`src/rtl/modem_pkg.sv`:
```
`timescale 1ns/1ps
package modem_pkg;
  localparam int unsigned LINES = 4;
  localparam int unsigned CTL_W = 5;
  // line index order inside level / flag vectors
  localparam int unsigned LN_CTS = 0;
  localparam int unsigned LN_DSR = 1;
  localparam int unsigned LN_RI  = 2;
  localparam int unsigned LN_CD  = 3;

  typedef logic [LINES-1:0] line_vec_t;

  // bit 0 = dtr ... bit 4 = loopback
  typedef struct packed {
    logic loop;
    logic op2;
    logic op1;
    logic rts;
    logic dtr;
  } ctl_t;
endpackage

```
`src/rtl/modem_ctl_reg.sv`:
```
`timescale 1ns/1ps
module modem_ctl_reg
  import modem_pkg::*;
#(
  parameter int unsigned REG_W = 8
) (
  input  logic             clk,
  input  logic             rst_n,
  input  logic             wr_en,
  input  logic [REG_W-1:0] wr_data,
  output ctl_t             ctl,
  output logic [REG_W-1:0] rd_data
);
  localparam int unsigned PAD_W = REG_W - CTL_W;

  ctl_t ctl_q, ctl_d;
  logic unused_hi_bits;

  assign unused_hi_bits = ^wr_data[REG_W-1:CTL_W];

  always_comb begin
    ctl_d = ctl_q;
    if (wr_en) ctl_d = ctl_t'(wr_data[CTL_W-1:0]);
  end

  always_ff @(posedge clk or negedge rst_n) begin
    if (!rst_n) ctl_q <= '0;
    else        ctl_q <= ctl_d;
  end

  assign ctl     = ctl_q;
  assign rd_data = {{PAD_W{1'b0}}, ctl_q};

  assert_ctl_hold_R2: assert property (@(posedge clk) disable iff (!rst_n)
    !wr_en |=> $stable(ctl_q));
  assert_ctl_load_R2: assert property (@(posedge clk) disable iff (!rst_n)
    wr_en |=> (ctl_q == $past(wr_data[CTL_W-1:0])));
endmodule

```
`src/rtl/modem_pin_sync.sv`:
```
`timescale 1ns/1ps
module modem_pin_sync #(
  parameter int unsigned WIDTH   = 4,
  parameter int unsigned STAGES  = 2,
  parameter logic        RST_VAL = 1'b1
) (
  input  logic             clk,
  input  logic             rst_n,
  input  logic [WIDTH-1:0] din,
  output logic [WIDTH-1:0] dout
);
  logic [WIDTH-1:0] stage_q [STAGES];
  logic [WIDTH-1:0] stage_d [STAGES];

  for (genvar g = 0; g < STAGES; g++) begin : g_stage
    if (g == 0) begin : g_first
      always_comb stage_d[g] = din;
    end else begin : g_rest
      always_comb stage_d[g] = stage_q[g-1];
    end
    always_ff @(posedge clk or negedge rst_n) begin
      if (!rst_n) stage_q[g] <= {WIDTH{RST_VAL}};
      else        stage_q[g] <= stage_d[g];
    end
  end

  assign dout = stage_q[STAGES-1];
endmodule

```
`src/rtl/modem_delta_track.sv`:
```
`timescale 1ns/1ps
module modem_delta_track
  import modem_pkg::*;
#(
  parameter int unsigned WARM_CYCLES = 3
) (
  input  logic      clk,
  input  logic      rst_n,
  input  line_vec_t lvl_now,
  input  logic      rd_clr,
  output line_vec_t lvl_q,
  output line_vec_t delta_q
);
  localparam int unsigned WARM_W = $clog2(WARM_CYCLES + 1);

  line_vec_t          lvl_r, delta_r, delta_d, chg, set_v;
  logic [WARM_W-1:0]  warm_q, warm_d;
  logic               warm_active;

  assign warm_active = (warm_q != '0);
  assign chg         = lvl_now ^ lvl_r;

  always_comb begin
    set_v          = chg;
    set_v[LN_RI]   = lvl_r[LN_RI] & ~lvl_now[LN_RI];
    if (warm_active) set_v = '0;
    delta_d = (delta_r & ~{LINES{rd_clr}}) | set_v;
    warm_d  = warm_active ? warm_q - 1'b1 : warm_q;
  end

  always_ff @(posedge clk or negedge rst_n) begin
    if (!rst_n) begin
      lvl_r   <= '0;
      delta_r <= '0;
      warm_q  <= WARM_W'(WARM_CYCLES);
    end else begin
      lvl_r   <= lvl_now;
      delta_r <= delta_d;
      warm_q  <= warm_d;
    end
  end

  assign lvl_q   = lvl_r;
  assign delta_q = delta_r;

  assert_ri_trailing_only_R6: assert property (@(posedge clk) disable iff (!rst_n)
    $rose(delta_r[LN_RI]) |-> ($past(lvl_r[LN_RI]) && !lvl_r[LN_RI]));
  assert_cts_flag_on_change_R5: assert property (@(posedge clk) disable iff (!rst_n)
    $rose(delta_r[LN_CTS]) |-> (lvl_r[LN_CTS] != $past(lvl_r[LN_CTS])));
  assert_flags_sticky_R13: assert property (@(posedge clk) disable iff (!rst_n)
    !rd_clr |=> ((delta_r & $past(delta_r)) == $past(delta_r)));
  assert_clear_on_read_R7: assert property (@(posedge clk) disable iff (!rst_n)
    (rd_clr && (lvl_now == lvl_r)) |=> (delta_r == '0));
  assert_warm_quiet_R12: assert property (@(posedge clk) disable iff (!rst_n)
    warm_active |=> ((delta_r & ~$past(delta_r)) == '0));
endmodule

```
`src/rtl/modem_ctl_unit.sv`:
```
`timescale 1ns/1ps
module modem_ctl_unit
  import modem_pkg::*;
#(
  parameter int unsigned REG_W       = 8,
  parameter int unsigned SYNC_STAGES = 2
) (
  input  logic             clk,
  input  logic             rst_n,
  input  logic             ctl_wr_en,
  input  logic [REG_W-1:0] ctl_wr_data,
  output logic [REG_W-1:0] ctl_rd_data,
  input  logic             sts_rd_en,
  output logic [REG_W-1:0] sts_rd_data,
  input  logic             cts_n_in,
  input  logic             dsr_n_in,
  input  logic             ri_n_in,
  input  logic             cd_n_in,
  output logic             dtr_n_out,
  output logic             rts_n_out,
  output logic             op1_n_out,
  output logic             op2_n_out,
  output logic             loop_en,
  output logic             msi_req
);
  localparam int unsigned WARM_CYCLES = SYNC_STAGES + 1;

  ctl_t      ctl;
  line_vec_t pins_n, sync_n, pin_lvl, loop_lvl, lvl_now, lvl_q, delta_q;

  modem_ctl_reg #(.REG_W(REG_W)) ctl_reg_i (
    .clk     (clk),
    .rst_n   (rst_n),
    .wr_en   (ctl_wr_en),
    .wr_data (ctl_wr_data),
    .ctl     (ctl),
    .rd_data (ctl_rd_data)
  );

  assign pins_n = {cd_n_in, ri_n_in, dsr_n_in, cts_n_in};

  modem_pin_sync #(.WIDTH(LINES), .STAGES(SYNC_STAGES), .RST_VAL(1'b1)) sync_i (
    .clk   (clk),
    .rst_n (rst_n),
    .din   (pins_n),
    .dout  (sync_n)
  );

  always_comb begin
    pin_lvl          = ~sync_n;
    loop_lvl         = '0;
    loop_lvl[LN_CTS] = ctl.rts;
    loop_lvl[LN_DSR] = ctl.dtr;
    loop_lvl[LN_RI]  = ctl.op1;
    loop_lvl[LN_CD]  = ctl.op2;
    lvl_now          = ctl.loop ? loop_lvl : pin_lvl;
  end

  modem_delta_track #(.WARM_CYCLES(WARM_CYCLES)) delta_i (
    .clk     (clk),
    .rst_n   (rst_n),
    .lvl_now (lvl_now),
    .rd_clr  (sts_rd_en),
    .lvl_q   (lvl_q),
    .delta_q (delta_q)
  );

  assign dtr_n_out   = ~(ctl.dtr & ~ctl.loop);
  assign rts_n_out   = ~(ctl.rts & ~ctl.loop);
  assign op1_n_out   = ~(ctl.op1 & ~ctl.loop);
  assign op2_n_out   = ~(ctl.op2 & ~ctl.loop);
  assign loop_en     = ctl.loop;
  assign sts_rd_data = {{(REG_W-2*LINES){1'b0}}, lvl_q, delta_q};
  assign msi_req     = |delta_q;

  assert_loop_pins_idle_R3: assert property (@(posedge clk) disable iff (!rst_n)
    loop_en |-> (dtr_n_out && rts_n_out && op1_n_out && op2_n_out));
  assert_irq_falls_on_read_R9: assert property (@(posedge clk) disable iff (!rst_n)
    $fell(msi_req) |-> $past(sts_rd_en));
  assert_loop_cts_source_R10: assert property (@(posedge clk) disable iff (!rst_n)
    ($past(loop_en) && loop_en && !$past(ctl_wr_en)) |-> (sts_rd_data[4] == ctl.rts));
endmodule

```
`config.mk`:
```
export PLATFORM = sky130hd
export DESIGN_NAME = modem_ctl_unit
export DESIGN_NICKNAME = d
export VERILOG_FILES = /design/src/rtl/modem_pkg.sv /design/src/rtl/modem_ctl_reg.sv /design/src/rtl/modem_pin_sync.sv /design/src/rtl/modem_delta_track.sv /design/src/rtl/modem_ctl_unit.sv
export SDC_FILE = /design/constraint.sdc
export NUM_CORES = 1
export LEC_CHECK = 0
export BUFFER_PORTS_ARGS = -buffer_cell sky130_fd_sc_hd__clkbuf_2
export CORE_AREA = 3 3 49 51
export DETAILED_ROUTE_END_ITERATION = 8
export DIE_AREA = 0 0 52 54
export PLACE_DENSITY = 0.71
export SETUP_SLACK_MARGIN = 0.15
export SLEW_MARGIN = 40
export SYNTH_ARGS = -nofsm -noshare
export SYNTH_HDL_FRONTEND = slang
export SYNTH_SLANG_ARGS = --single-unit
```
`constraint.sdc`:
```
create_clock -name clk -period 1.68 [get_ports clk]
set_input_delay 0 -clock clk [delete_from_list [all_inputs] [get_ports clk]]
set_output_delay 0 -clock clk [all_outputs]
set_load 0.01 [all_outputs]
```
==> impl_metrics.ini <==
[power]
power_mw = 1.12
p_comb_share_pct = 19.8
power.density_nw_per_um2 = 912
p_int_uw = 820
p_sw_share_pct = 26.9
seqPwrFrac_pct = 58.9
clkPwrFrac_pct = 21.4
vdd_drop_max_uv = 530
p_sw_uw = 302
leakagePower_nw = 0.600

[layout]
final_area_um2 = 1230
num-fill-cells = 144
regArea_um2 = 588
layout-drive-gt1-share_pct = 40.3
final_cells = 146
final_cell_mix = 31 x clkbuf_2, 14 x dlygate4sd3_1, 13 x dfrtp_1
post-route-util_pct = 62.1
finalNetCount = 137
n_antenna_cell = 0
area_growth_pct = 35.0
layout_commonest_cell = clkbuf_2
multi_input_area_um2 = 249

[status]
status = finished, final reports clean

[synth]
synth-main-ff-cell = dfrtp_1
async_flop_share_pct = 100
avgSynthCellArea_um2 = 12.3
ys_seq_elements = 23
synth_xor_area_share_pct = 0.962
synthesis.area_um2 = 911
ys_types = 23
synthAdderAreaFrac_pct = 1.37
synth_top_family_by_area = compound AO/OA/AOI/OAI gates
synth_compound_area_share_pct = 10.9
yosys_warnings = 0
synth-simple-area-share_pct = 7.83
synth_edf_count = 0
synth-seq-area-share_pct = 64.6
synth_mux_area_share_pct = 4.81
syn_inst = 74

[timing]
finalClockSkew_ns = 0.00602
rsz0062_at_grt = no
max_freq_mhz = 720
hold_viol = 0
layout_min_cycle_time_ns = 1.39
slew_headroom_pct = 64.5
final_max_slew_viol_count = 0
tightest_slew_ns = 0.532
setup_viol = 0
tns_ns = 0
worst_slack_ns = 0.290
whs_ns = 0.200
fin_crit_sh_pct = 82.7

[drt]
postRouteAntennaNets = 0
drc_errors = 0
wl_mm = 1.71
wire_per_inst_um = 11.7
dr.pass1.iters = 4
post_drt_via_cell_ratio = 4.68
route.vias.total = 683
drtIter0Drc = 3

[global_routing]
grt_pass1_vias = 662
antenna_found_initial = 0
grt_usage_pct = 14.2
grt_max_degree = 24
grt_pass1_wl_mm = 2.92
grt_overflow = 0

[placement]
placed_area_um2 = 1060
dp_hpwl_mm = 1.14
io_buffers = 31
dp_cells = 128
place.gp.congestion = 0.729
place_ws_ns = 0.201

[floorplan]
dieArea_um2 = 2810
die_x_um = 52
rows = 16
die_y_um = 54
initial_core_util_pct = 46.0
io_pins = 38
core_area_um2 = 1980

[clock_network]
h-tree-depth = 1
cts_buffers = 3
clock_path_buffers = 2
clkLatencyLatePin_ns = 0.30
clock-sinks = 23
cts_tree = built
clk_pin_slew_ns = 0.12
clock-root-buffer = clkbuf_4

[critical_path]
crit_path_end_kind = flop
worst_ep_required_time_ns = 1.87
cp_max_fo = 8
cp.arrival_ns = 1.58
path_class = reg -> reg
critPathLaunchType = flop

[min_path]
hold_class = in -> async

[job]
maxCapViolations = 0
flip-flops by register name, summed over array words and instances, names as in the netlist:
| register | flops |
|---|---|
| delta_i.delta_q | 4 |
| delta_i.warm_q | 2 |
| delta_i.lvl_q | 4 |
| ctl_reg_i.ctl | 5 |
| sync_i.stage_d | 4 |
| sync_i.dout | 4 |
synth_stat cells, types with 2 or more instances:
cell	number	area (um2)
nand2_1	7	26.3
nor2_1	2	7.51
nand2b_1	4	25.0
o21ai_0	5	25.0
buf_4	4	30.0
dfstp_2	10	263
a221o_1	2	20.0
dfrtp_1	13	325
mux2_2	3	33.8
o2111a_1	2	22.5
inv_1	10	37.5
critical path, stage by stage, from the launching register on:
cell	delay (ns)
dfstp_2	0.55
inv_1	0.04
ha_2	0.23
inv_1	0.11
nor2_1	0.05
a221o_1	0.30
timing repair:
action / CTS / global route
hold buffers: 14 / 0
buffers inserted: 0 / 0
setup endpoints to repair: 0 / 2
endpoints found under the hold margin: 24 / 0
gates resized for setup: 0 / 1
power by group through the flow:
stage          logic, mW  clock network, mW  registers, mW
2_1_floorplan     0.0980                  0          0.679
3_5_place_dp       0.195                  0          0.670
3_3_place_gp       0.194                  0          0.667
4_1_cts            0.223              0.254          0.660
5_1_grt            0.247              0.276          0.669
6_report           0.222              0.240          0.660
per-layer routing:
layer | global-route usage [%] | part of all wire (%) | vias to the layer above
li1 | - | - | 327
met1 | 17.0 | 40 | 328
met2 | 25.3 | 52 | 26
met3 | 1.94 | 6.7 | 2
met4 | 6.55 | 0.35 | 0
met5 | 0 | 0 | -
cells by family after synthesis:
group | count (synthesis)
AOI/OAI and AO/OA | 13
xor gates and xnor gates | 1
adders and majority gates | 1
buffers and inverters | 16
DFF | 23
muxes | 4
other | 1
and+or+nand+nor | 15
final timing paths:
| check | slack, ns | depth (start not counted) | end | startpoint |
|---|---|---|---|---|
| worst max-delay path | 0.29 | 5 | delta_i.delta_q[1]$_DFF_PN0_ | delta_i.warm_q[0]$_DFFE_PN1N_ |
| worst min-delay path | 0.20 | 2 | delta_i.lvl_q[2]$_DFF_PN0_ | rst_n |
| worst max register to register | 0.29 | 5 | delta_i.delta_q[1]$_DFF_PN0_ | delta_i.warm_q[0]$_DFFE_PN1N_ |
| worst min register to register | 0.36 | 0 | sync_i.dout[0]$_DFF_PN1_ | sync_i.stage_d[0]$_DFF_PN1_ |
| max in group asynchronous | 1.11 | 2 | delta_i.warm_q[1]$_DFFE_PN1N_ | rst_n |
| min in group clk | 0.31 | 2 | sync_i.stage_d[2]$_DFF_PN1_ | ri_n_in |
layout make-up:
| class | instances | share of cell area, % |
|---|---|---|
| clock buffer | 4 | 2.14 |
| sequential | 23 | 47.8 |
| multi-input combinational | 37 | 20.2 |
| timing repair buffer | 45 | 24.0 |
| inverter | 10 | 3.05 |
| tap | 27 | 2.75 |
Note: power is estimated with default switching activity, not from simulation.
